===== config.mk =====
export PLATFORM = sky130hd
export DESIGN_NAME = commit_thread_sel
export DESIGN_NICKNAME = d
export VERILOG_FILES = /design/src/rtl/cts_pkg.sv /design/src/rtl/cts_eligible.sv /design/src/rtl/cts_oldest.sv /design/src/rtl/cts_rr_list.sv /design/src/rtl/commit_thread_sel.sv
export SDC_FILE = /design/constraint.sdc
export NUM_CORES = 1
export LEC_CHECK = 0
export ABC_AREA = 1
export BUFFER_PORTS_ARGS = -buffer_cell sky130_fd_sc_hd__buf_2
export CAP_MARGIN = 20
export CORE_MARGIN = 5
export CORE_UTILIZATION = 45
export DETAILED_ROUTE_END_ITERATION = 16
export PLACE_DENSITY_LB_ADDON = 0.1
export RECOVER_POWER = 100
export SYNTH_ARGS = -nofsm -noshare
export SYNTH_HDL_FRONTEND = slang
export SYNTH_SLANG_ARGS = --single-unit

===== constraint.sdc =====
create_clock -name clk -period 8.37 [get_ports clk]
set_input_delay 1.2555 -clock clk [delete_from_list [all_inputs] [get_ports clk]]
set_output_delay 1.2555 -clock clk [all_outputs]
set_load 0.02 [all_outputs]

===== src/rtl/cts_pkg.sv =====
package cts_pkg;
  typedef enum logic [2:0] {
    ST_IDLE       = 3'd0,
    ST_RUNNING    = 3'd1,
    ST_ROB_SQUASH = 3'd2,
    ST_TRAP_PEND  = 3'd3,
    ST_FETCH_TRAP = 3'd4
  } commit_status_e;

  localparam int unsigned STATUS_W = 3;

  localparam logic [1:0] POL_AGGR   = 2'd0;
  localparam logic [1:0] POL_RR     = 2'd1;
  localparam logic [1:0] POL_OLDEST = 2'd2;

  function automatic logic status_eligible(input logic [STATUS_W-1:0] s);
    return (s == ST_IDLE) || (s == ST_RUNNING) || (s == ST_FETCH_TRAP);
  endfunction
endpackage


===== src/rtl/cts_eligible.sv =====
module cts_eligible import cts_pkg::*; #(
  parameter int NUM_THREADS = 4
) (
  input  logic [NUM_THREADS*STATUS_W-1:0] status_i,
  input  logic [NUM_THREADS-1:0]          rob_empty_i,
  input  logic [NUM_THREADS-1:0]          head_ready_i,
  output logic [NUM_THREADS-1:0]          elig_o,
  output logic [NUM_THREADS-1:0]          cand_o
);
  for (genvar t = 0; t < NUM_THREADS; t++) begin : g_thr
    assign elig_o[t] = status_eligible(status_i[t*STATUS_W +: STATUS_W]);
    assign cand_o[t] = elig_o[t] & ~rob_empty_i[t] & head_ready_i[t];
  end
endmodule


===== src/rtl/cts_oldest.sv =====
module cts_oldest #(
  parameter int NUM_THREADS = 4,
  parameter int SEQ_W       = 16,
  parameter int TID_W       = 2
) (
  input  logic [NUM_THREADS-1:0]       cand_i,
  input  logic [NUM_THREADS*SEQ_W-1:0] seq_i,
  output logic                         found_o,
  output logic [TID_W-1:0]             tid_o
);
  logic [SEQ_W-1:0] best_seq;

  always_comb begin
    found_o  = 1'b0;
    tid_o    = '0;
    best_seq = '0;
    for (int t = 0; t < NUM_THREADS; t++) begin
      // strict compare keeps the lower index on equal sequence numbers
      if (cand_i[t] && (!found_o || seq_i[t*SEQ_W +: SEQ_W] < best_seq)) begin
        found_o  = 1'b1;
        tid_o    = TID_W'(t);
        best_seq = seq_i[t*SEQ_W +: SEQ_W];
      end
    end
  end
endmodule


===== src/rtl/cts_rr_list.sv =====
module cts_rr_list #(
  parameter int NUM_THREADS = 4,
  parameter int TID_W       = 2
) (
  input  logic                   clk,
  input  logic                   rst,
  input  logic [NUM_THREADS-1:0] cand_i,
  input  logic                   rotate_i,
  output logic                   found_o,
  output logic [TID_W-1:0]       tid_o
);
  logic [TID_W-1:0] order_q [NUM_THREADS];
  logic [TID_W-1:0] order_d [NUM_THREADS];
  logic [TID_W-1:0] win_pos;

  always_comb begin
    found_o = 1'b0;
    win_pos = '0;
    for (int p = 0; p < NUM_THREADS; p++) begin
      if (!found_o && cand_i[order_q[p]]) begin
        found_o = 1'b1;
        win_pos = TID_W'(p);
      end
    end
    tid_o = found_o ? order_q[win_pos] : '0;
  end

  // Entries behind the winner move up one slot; the winner goes last.
  for (genvar g = 0; g < NUM_THREADS; g++) begin : g_slot
    if (g < NUM_THREADS - 1) begin : g_mid
      assign order_d[g] = (TID_W'(g) >= win_pos) ? order_q[g+1] : order_q[g];
    end else begin : g_tail
      assign order_d[g] = order_q[win_pos];
    end
  end

  always_ff @(posedge clk) begin
    if (rst) begin
      for (int p = 0; p < NUM_THREADS; p++) order_q[p] <= TID_W'(p);
    end else if (rotate_i && found_o) begin
      for (int p = 0; p < NUM_THREADS; p++) order_q[p] <= order_d[p];
    end
  end
endmodule


===== src/rtl/commit_thread_sel.sv =====
module commit_thread_sel import cts_pkg::*; #(
  parameter  int NUM_THREADS = 4,
  parameter  int SEQ_W       = 16,
  localparam int TID_W       = (NUM_THREADS > 1) ? $clog2(NUM_THREADS) : 1
) (
  input  logic                            clk,
  input  logic                            rst,
  input  logic [1:0]                      policy_i,
  input  logic [NUM_THREADS*STATUS_W-1:0] status_i,
  input  logic [NUM_THREADS-1:0]          rob_empty_i,
  input  logic [NUM_THREADS-1:0]          head_ready_i,
  input  logic [NUM_THREADS*SEQ_W-1:0]    head_seq_i,
  input  logic                            grant_i,
  output logic                            sel_valid_o,
  output logic [TID_W-1:0]                sel_tid_o
);
  logic [1:0]             policy_q;
  logic [NUM_THREADS-1:0] elig;
  logic [NUM_THREADS-1:0] cand;

  always_ff @(posedge clk) begin
    if (rst) policy_q <= policy_i;
  end

  cts_eligible #(.NUM_THREADS(NUM_THREADS)) u_elig (
    .status_i     (status_i),
    .rob_empty_i  (rob_empty_i),
    .head_ready_i (head_ready_i),
    .elig_o       (elig),
    .cand_o       (cand)
  );

  if (NUM_THREADS == 1) begin : g_single
    assign sel_valid_o = elig[0];
    assign sel_tid_o   = '0;
  end else begin : g_multi
    logic             old_found, rr_found, use_rr;
    logic [TID_W-1:0] old_tid, rr_tid;

    assign use_rr = (policy_q == POL_RR);

    cts_oldest #(.NUM_THREADS(NUM_THREADS), .SEQ_W(SEQ_W), .TID_W(TID_W)) u_old (
      .cand_i  (cand),
      .seq_i   (head_seq_i),
      .found_o (old_found),
      .tid_o   (old_tid)
    );

    cts_rr_list #(.NUM_THREADS(NUM_THREADS), .TID_W(TID_W)) u_rr (
      .clk      (clk),
      .rst      (rst),
      .cand_i   (cand),
      .rotate_i (grant_i & use_rr),
      .found_o  (rr_found),
      .tid_o    (rr_tid)
    );

    assign sel_valid_o = use_rr ? rr_found : old_found;
    assign sel_tid_o   = use_rr ? rr_tid   : old_tid;
  end
endmodule


* Word-level counts from Yosys, hierarchy flattened
Memories as Yosys holds them, arrays and structs flattened. Index checks and enable logic that the tools add are counted.
Storage, ports and cells: memories 1, output and inout bits 3, register bits 2, memory bits (writable) 8
Memory list:
- g_multi.u_rr.order_q | words 4, bits a word 2, read ports 5, clocked after Yosys merged registers in 0, wr ports 4, line cts_rr_list.sv:12 | logic [TID_W-1:0] order_q [NUM_THREADS];
Operators by class: eq/ne operators 9, magnitude comparators 10, muxes and demuxes 40, bitwise gates (word level) 17, reductions and logical operators 28
Operators with widths (number):
- $lt A16 B16 Y1 | 3
- $mux W16 | 3
- $mux W2 | 13
- $mux W1 | 20
- $eq A3 B1 Y1 const B | 4
- $eq A3 B3 Y1 const B | 4
- $logic_not A3 Y1 | 4
- $lt A2 B3 Y1 const B | 4
- $logic_or A1 B1 Y1 | 11
- $and A1 B1 Y1 | 9
- $bmux W1 S2 | 4
- $logic_and A1 B1 Y1 | 7
- $logic_not A1 Y1 | 6
- $ge A1 B2 Y1 const A | 2
- $not A1 Y1 | 4
- $or A1 B1 Y1 | 4
- $eq A2 B1 Y1 const B | 1
- $ge A2 B2 Y1 const A | 1

* Longest topological paths before layout
Gate-level depths: netlist of run 1.
word-level depth 22, depth in mapped cells 49, mapped depth without buffers 46

* Cells and area by module
Synthesis of run 1 repeated with hierarchy kept, for this count alone.
Unflattened totals: cells, all modules 373, area total of the unflattened synthesis 2339.7 um^2
By module, submodules not included:
- cts_oldest | area each 1461.4 um^2, cells an instance 243, times used 1
- cts_rr_list | area each 638.1 um^2, cells an instance 87, times used 1
- cts_eligible | area each 125.1 um^2, cells an instance 28, times used 1
- commit_thread_sel | area each 115.1 um^2, cells an instance 15, times used 1

* Least setup slack after synthesis of run 1
OpenSTA, ideal clock, no wires.
kind input to output, start in rob_empty_i[0], end out sel_tid_o[1], arrival 5.819 ns, buffers on the path 3, stages on the path 39, setup slack 1.296 ns, cell sequence inv_1 > nand2_1 > nor2_2 > nand2_1 > inv_2 > buf_1 > nand2_1 > ha_1 > nand4_1 > nor3_1 > nand2_1 > nand2_1 > nand2_2 > nand2_2 > clkbuf_1 > nand2_1 > o21ai_0 > ha_1 > [... 3 more ...] > o221a_2 > nand2_1 > nand2_2 > nand2_2 > clkbuf_1 > nand2_1 > o21ai_0 > ha_1 > a21oi_1 > nor2_1 > a211oi_1 > o221a_2 > nand2_1 > nand2_1 > nand2_1 > nand2_1 > nand2_1 > nand2_1
Between the ends: word-level cells in the longest chain between the ends 18, elaborated cells on any way between the ends 47, classes of those cells order compare (3); mux (25); bitwise (3); reduce/logical (15); memory (1)
RTL lines:
- start: declaration | line commit_thread_sel.sv:10 | input logic [NUM_THREADS-1:0] rob_empty_i,
- $not A1 Y1 (*) | line cts_eligible.sv:12 | assign cand_o[t] = elig_o[t] & ~rob_empty_i[t] & head_ready_i[t];
- $and A1 B1 Y1 (*) (2 in a row) | line cts_eligible.sv:12
- branches (longest 14 deep; another with $lt A16 B16 Y1)
- $mux W2 (*) | line commit_thread_sel.sv:59 | assign sel_tid_o = use_rr ? rr_tid : old_tid;
- end: declaration | line commit_thread_sel.sv:15 | output logic [TID_W-1:0] sel_tid_o
Every way passes the cells marked *. The select of a mux whose other input is x is not followed.

* Worst setup path in the final report of run 1
Ends and elaborated chain as after synthesis.

==> results of run 1 <==
==> final timing paths <==
check / start / end / slack [ps] / depth (start not counted)
worst max-delay path: rob_empty_i[0] / sel_tid_o[1] / 760 / 39
worst min-delay path: g_multi.u_rr.order_q[2][1]$_SDFFCE_PN1P_ / g_multi.u_rr.order_q[1][1]$_SDFFCE_PN0P_ / 610 / 2
worst max register to register: g_multi.u_rr.order_q[0][0]$_SDFFCE_PN0P_ / g_multi.u_rr.order_q[3][0]$_SDFFCE_PN1P_ / 6050 / 12
worst min register to register: g_multi.u_rr.order_q[2][1]$_SDFFCE_PN1P_ / g_multi.u_rr.order_q[1][1]$_SDFFCE_PN0P_ / 610 / 2
==> routing by layer <==
metal | vias to the layer above | global-route usage (%)
met5 | - | 0
met4 | 0 | 4.30
met3 | 10 | 2.72
met2 | 75 | 30.9
met1 | 1062 | 24.2
li1 | 1365 | -
==> Yosys cell counts (all sizes together), types with 3 or more instances <==
master    n
nor3      3
a21oi    23
a211oi    5
nand3     8
inv      33
o21ai    45
clkbuf    7
nor2     25
nand2   133
ha       45
and3      3
edfxtp   10
nand4     4
==> per-stage QoR <==
step	utilization (%)	hold WS, ps	std cells	total power, mW
after floorplan	-	555	352	0.133
after global placement	56.6	604	489	0.173
after detailed placement	56.6	606	489	0.175
after CTS	57.5	613	493	0.226
after global routing	57.7	660	493	0.249
final	57.7	611	493	0.225
==> power by group through the flow <==
stage / clock network, mW / logic, mW / registers, mW
6_report: 0.0511 / 0.115 / 0.0594
3_5_place_dp: 0 / 0.114 / 0.0603
3_3_place_gp: 0 / 0.112 / 0.0603
4_1_cts: 0.0514 / 0.115 / 0.0594
2_1_floorplan: 0 / 0.0733 / 0.0598
5_1_grt: 0.0553 / 0.135 / 0.0597
==> critical path, delay by kind of cell <==
family	cells	cell delay (ps)
adders and majority gates	3	910
and+or+nand+nor	23	1900
AOI/OAI and AO/OA	9	1690
buffers and inverters	4	600
==> registers in the layout, summed over array words and instances, names as in the netlist <==
signal,cells
g_multi.u_rr.order_q,8
policy_q,2
==> final cells by class <==
type	count	area [um2]
Clock buffer	3	41.3
Multi-Input combinational cell	301	1720
Sequential cell	10	300
Inverter	33	124
Tap cell	54	67.6
Timing Repair Buffer	91	453
Fill cell	476	1990
Clock inverter	1	3.75
==> placed cells by master, fill, tap and decap left out <==
cell type,n
nand2_1,128
nand3_1,8
o21ai_1,1
a31oi_1,1
inv_2,1
clkbuf_1,2
a32oi_1,1
edfxtp_1,10
o21ai_0,44
or2_1,1
a211oi_1,5
nand2_2,3
inv_1,32
nand2_4,2
a21oi_1,23
ha_1,45
nor2_2,1
nor2_1,24
a31o_2,1
clkinv_1,1
nor3_1,3
o221a_2,2
nand4_1,4
or2_2,1
clkbuf_2,2
buf_2,87
clkbuf_8,3
and3_1,3
==> logic make-up after synthesis <==
logic type / after synthesis
fa+ha+maj: 45
buf+inv: 41
simple gates: 178
flops: 10
compound gates: 78
==> results.md, run 1 <==
- Num rows: 25
- Dpl ws: ~400 ps
- Post-DP HPWL: 5050 um
- Worst path slowest cell: ha_1
- Final ANT Viol Nets: 0
- Die area: 6290 um2
- Core area: roughly 4700 um2
- Cell Pwr Density: 83.1 nW/um2
- CTS tree: built
- Final net count: around 570
- Routed length per instance: ~12 um
- Clock Latency Late Sink: ~240 ps
- Clock skew: 3.48 ps
- Setup WS post-layout: around 760 ps
- Worst-path fanout max: 33
- Max transition margin: ~76%
- Post-synth EDFFs: 10
- Combinational share of power: between 50% and 60%
- Top Ports: slightly above 90
- Uppermost layer routed: met4
- Unique masters post-synth: 23
- Most common flop cell mapped by yosys: edfxtp_1
- Met3 WL: ~360 um
- Maxcap violations: 0
- Vias in the first global route: about 2.3k
- Cts hold-fix bufs: 0
- Final RePlAce weighted congestion: around 0.91
- Final Setup Violations: 0
- 1st-pass router iterations: 4
- M1 WL: 2810 um
- Synthesized area per cell: a little over 6 um2
- Switch Pwr: about 0.085 mW
- Final WL: approximately 5800 um
- Critical path data required time: ~7000 ps
- Synth Area in XOR/XNOR: 0%
- Maximum buffer depth of the clock tree: 2
- Worst vdd ir: approximately 0.099 mV
- Cell repeated most along the worst path: nand2_1
- Max H-tree Level: 1
- Net Sw Frac: between 30 and 40%
- Synth Net Count: just under 500
- Final Hold Violating Endpoints: 0
- Share of the synthesized area in the top cell type: a little over a quarter
- Slowest stage delay, CP: just over 300 ps
- Setup repair bufs after CTS: 0
- Fmax: ~0.13 GHz
- Post-synthesis sequential area ratio: between 10% and 20%
- Asr flop ratio synth: 0%
- First-pass GRT wire length: 9450 um
- PortBufs: between 90 and 100
- 1st-iter DRT viols: between 70 and 80
- Critical Path Source Type: input pin
- Post_cts resized: 0
- GRT overflow: 0
- Period utilisation layout: between 90% and 100%
- Initial antenna violation count: 0
- Register share of total power: between 20% and 30%
- Power Internal: around 0.14 mW
- Area Growth Syn to Fin: 25.2%
- Synth Register Bits: 10
- Final Cell Area: around 2700 um2
- TritonCTS Buffers: 3
- Clock slew at reported path FFs: 50 ps
- Placed instance area: about 2700 um2
- Worst-Margin Slew: 356 ps
- Routed vias/inst: 5.10
- Critical path arrival: 6360 ps
- Die width: roughly 79 um
- Mux contribution to synthesized area: 0%
- Final antenna diode count: 0
- Cell count after synthesis: between 300 and 400
- Ys Warns: 0
- Cell taking the most area after synthesis: ha_1
- Root Driver: clkbuf_8
- Clock Sinks: 10
- Share of cells above drive strength 1: a little under a quarter
- Gr usage total: approximately 18%
- Post-Synth Simple-Gate Area: around 33%
- Via count: ~2.5k
- Final max-slew violation count: 0
- Clock power share: between 20% and 30%
- Status: finished clean
- Top cells by area, synth: ha_1 26%, nand2_1 22%, edfxtp_1 14%
- Synth Area in Compound Gates: roughly a fifth
- Setup CP Type: input pin to output port
- DR WL met2: around 2600 um
- Synthesized cell area: roughly 2200 um2
- CP endpoint kind: output port
- Setup TNS: 0 ps
- Min-delay worst type: register to register
- # DRC: 0
- Pin count of the biggest net entering global routing: 34
- Leak: ~1.5 nW
- RSZ-0062 raised after global routing: no
- Fin crit period: 7610 ps
- Initial Utilization: 46.1%
- Vert. Die Dim: around 80 um
- Largest family of logic cells by synthesized area: simple AND/OR/NAND/NOR gates
- Synth Area in Adders: around a quarter
(Power assumes the default switching activity.)
==> run 2, diff against run 1 <==
Settings changed: ABC_AREA 1 to 0, PLACE_DENSITY_LB_ADDON 0.1 to 0.25.
==> run 2 against run 1 <==
Synthesized cell count is 13% lower. Die area up 8.2%. The flow now finishes with violations (negative setup slack). Power increased by 49%. Synthesized area up 9.4%. Critical path type unchanged.
==> results.md, run 2 <==
- Status: complete, but fails checks
- Fill cells: 265 (-44%)
- Post-synth EDFFs: 10 (unchanged)
- Critical path data required time: 7110 ps (about the same)
- First-pass GRT wire length: 13600 um (+44%)
- Die area: 6800 um2 (+8.2%)
- Final max-slew violation count: 0 (unchanged)
- Crit path from: rob_empty_i[0]
- Via count: 3532 (+41%)
- Post-synthesis sequential area ratio: 12.7% (-1.2 points)
- Worst Reg-to-Reg Cells: 5 (-7)
- Register share of total power: 17.4% (-9.0 points)
- Commonest non-fill, non-tap cells in the layout: 86 x buf_2, 79 x buf_4, 25 x nand2_1
- Min Hold Slack: 603 ps (-7.44 ps)
- Most common cell after layout, fill and taps aside: buf_2
- Most common flop cell mapped by yosys: edfxtp_1
- Net Sw Frac: 40.3% (+2.7 points)
- Clock power share: 14.9% (-7.8 points)
- Core area: 5110 um2 (+8.9%)
- Worst vdd ir: 0.124 mV (+25%)
- Pin count of the biggest net entering global routing: 37 (+8.8%)
- GRT overflow: 0 (unchanged)
- Uppermost layer routed: met4
- Ys Warns: 0 (unchanged)
- Multi-input logic area: 2630 um2 (+53%)
- Setup slack, reg-to-reg: 6290 ps (+240 ps)
- Share of cells above drive strength 1: 61.6% (+38 points)
- Post-DP HPWL: 6290 um (+25%)
- TritonCTS Buffers: 3 (unchanged)
- Final Setup Violations: 2 (+2)
- Switch Pwr: 0.135 mW (+59%)
- Num rows: 26 (+4.0%)
- M1 WL: 4150 um (+48%)
- Largest register FFs: 8 (unchanged)
- Routed vias/inst: 6.43 (+26%)
- Worst-Margin Slew: 793 ps (+437 ps)
- Gr usage total: 25.9% (+7.7 points)
- Min-delay worst type: register to register
- Setup WS post-layout: -641 ps (-1400 ps)
- Root Driver: clkbuf_8
- Failing checks: negative setup slack
- Vert. Die Dim: 82.5 um (+4.0%)
- Period utilisation layout: 108% (+17 points)
- Max transition margin: 46.5% (-30 points)
- Tot Pwr: 0.335 mW (+49%)
- Cell Pwr Density: 77.6 nW/um2 (-6.7%)
- 1st-iter DRT viols: 382 (+400%)
- # DRC: 0 (unchanged)
- Met3 WL: 1140 um (+220%)
- Setup CP Type: input pin to output port
- Reg2Reg Capture Point: g_multi.u_rr.order_q[2][1]$_SDFFCE_PN1P_
- Synthesized cell area: 2360 um2 (+9.4%)
- Clock Latency Late Sink: 230 ps (about the same)
- Cell count after synthesis: 307 (-13%)
- Critical Path End: sel_tid_o[0]
- Fmax: 0.111 GHz (-16%)
- Final RePlAce weighted congestion: 0.979 (+7.7%)
- Register area: 300 um2 (unchanged)
- Clock skew: 2.26 ps (-1.22 ps)
- Clock slew at reported path FFs: 40 ps (about the same)
- WHS Path Cells: 2 (unchanged)
- Fin crit period: 9010 ps (+1400 ps)
- Area Growth Syn to Fin: 82.8%
- Synth Register Bits: 10 (unchanged)
- Combinational share of power: 67.6% (+17 points)
- CP endpoint kind: output port
- Maxcap violations: 0 (unchanged)
- Final net count: 614 (+7.0%)
- Routed length per instance: 22.0 um (+88%)
- Top cells by area, synth: ha_1 24%, edfxtp_1 13%, a21oi_1 7.4%
- Final ANT Viol Nets: 0 (unchanged)
- Critical Path Source Type: input pin
- Most frequent cells after synthesis: 45 x ha_1, 36 x nand2_1, 35 x a21oi_1, 29 x nor2_1, 28 x o21ai_0
- Cell taking the most area after synthesis: ha_1
- Die width: 82.5 um (+4.0%)
- DR WL met2: 5770 um (+130%)
- Share of the synthesized area in the top cell type: 23.8% (-2.2 points)
- Worst-path fanout max: 7 (-79%)
- Worst path slowest cell: o41ai_4
- Clock Sinks: 10 (unchanged)
- 1st-pass router iterations: 5 (+1)
- Synthesized area per cell: 7.70 um2 (+25%)
- Final antenna diode count: 0 (unchanged)
- Maximum buffer depth of the clock tree: 2 (unchanged)
- Worst r2r src: g_multi.u_rr.order_q[2][1]$_SDFFCE_PN1P_
- Leak: 1.84 nW (+19%)
- Synth Net Count: 441 (-9.3%)
- Max H-tree Level: 1 (unchanged)
- Final WL: 12100 um (+110%)
- Power Internal: 0.200 mW (+43%)
- Final Hold Violating Endpoints: 0 (unchanged)
- Top Ports: 92 (unchanged)
- Initial Utilization: 46.3% (+0.22 points)
- Layout Utilization: 84.6% (+27 points)
- Vias in the first global route: 3083 (+33%)
- Most common cell in the netlist: ha_1
- Initial antenna violation count: 0 (unchanged)
- PortBufs: 91 (unchanged)
- Cts hold-fix bufs: 0 (unchanged)
- Largest Register: g_multi.u_rr.order_q
- Unique masters post-synth: 49 (+110%)
- RSZ-0062 raised after global routing: yes
- Biggest regs: g_multi.u_rr.order_q: 8 flops, policy_q: 2 flops
- CTS tree: built
- Critical path arrival: 7760 ps (+1400 ps)
- Slowest stage delay, CP: 440 ps (+130 ps)
- Asr flop ratio synth: 0% (unchanged)
-- run 2: worst max-delay path: cells and delay by family --
kind            cells  cell delay (ps)
fa+ha+maj           3              830
compound gates     17             3510
buf+inv             5              740
simple gates        9             1390
-- run 2: stage by stage --
stage	cell area (um2)	std cells	setup slack (ps)	TNS, ps
after floorplan	2440	307	7.65	0
after global placement	3240	500	-418	-448
after detailed placement	3240	500	-556	-724
after CTS	3830	528	-172	-172
after global routing	4320	549	-897	-1560
final	4320	549	-641	-1040
-- run 2: final cells by class --
class	count	share of cell area [%]
Inverter	14	1.22
Tap cell	70	2.03
Clock buffer	3	0.955
Multi-Input combinational cell	273	60.8
Sequential cell	10	6.95
Timing Repair Buffer	178	27.9
Clock inverter	1	0.0869
-- run 2: cells by family after synthesis --
logic type / after synthesis / share of synthesized area (%)
buf+inv: 27 / 4.29
simple gates: 107 / 21.3
compound gates: 112 / 32.1
mux: 6 / 5.72
fa+ha+maj: 45 / 23.8
flops: 10 / 12.7
-- run 2: how the worst min path moves through the flow --
stage                                              from                                        to  slack (ps)
2_1_floorplan  g_multi.u_rr.order_q[2][0]$_SDFFCE_PN0P_  g_multi.u_rr.order_q[1][0]$_SDFFCE_PN1P_         520
3_3_place_gp   g_multi.u_rr.order_q[2][0]$_SDFFCE_PN0P_  g_multi.u_rr.order_q[1][0]$_SDFFCE_PN1P_         580
3_5_place_dp   g_multi.u_rr.order_q[2][0]$_SDFFCE_PN0P_  g_multi.u_rr.order_q[1][0]$_SDFFCE_PN1P_         580
4_1_cts        g_multi.u_rr.order_q[2][0]$_SDFFCE_PN0P_  g_multi.u_rr.order_q[1][0]$_SDFFCE_PN1P_         590
5_1_grt        g_multi.u_rr.order_q[2][0]$_SDFFCE_PN0P_  g_multi.u_rr.order_q[1][0]$_SDFFCE_PN1P_         640
6_report       g_multi.u_rr.order_q[2][0]$_SDFFCE_PN0P_  g_multi.u_rr.order_q[1][0]$_SDFFCE_PN1P_         600
-- run 2: per-layer routing --
| layer | track usage, % | vias to the layer above |
|---|---|---|
| met1 | 29.2 | 1629 |
| li1 | - | 1525 |
| met4 | 10.6 | 0 |
| met2 | 48.0 | 279 |
| met3 | 3.80 | 99 |
| met5 | 0 | - |
-- run 2: power groups by stage --
stage / Clock (mW) / Sequential [mW] / Combinational (mW)
detailed placement: 0 / 0.0592 / 0.146
global route: 0.0541 / 0.0584 / 0.241
floorplan: 0 / 0.0590 / 0.0858
finish: 0.0501 / 0.0583 / 0.227
CTS: 0.0515 / 0.0583 / 0.177
global placement: 0 / 0.0591 / 0.142
-- run 2: repair_timing --
| item | CTS | global route |
|---|---|---|
| gates resized for setup | 79 | 67 |
| pin swaps | 39 | 45 |
| buffers inserted | 18 | 23 |
| endpoints found under the setup margin | 2 | 2 |
| gates cloned | 6 | 0 |
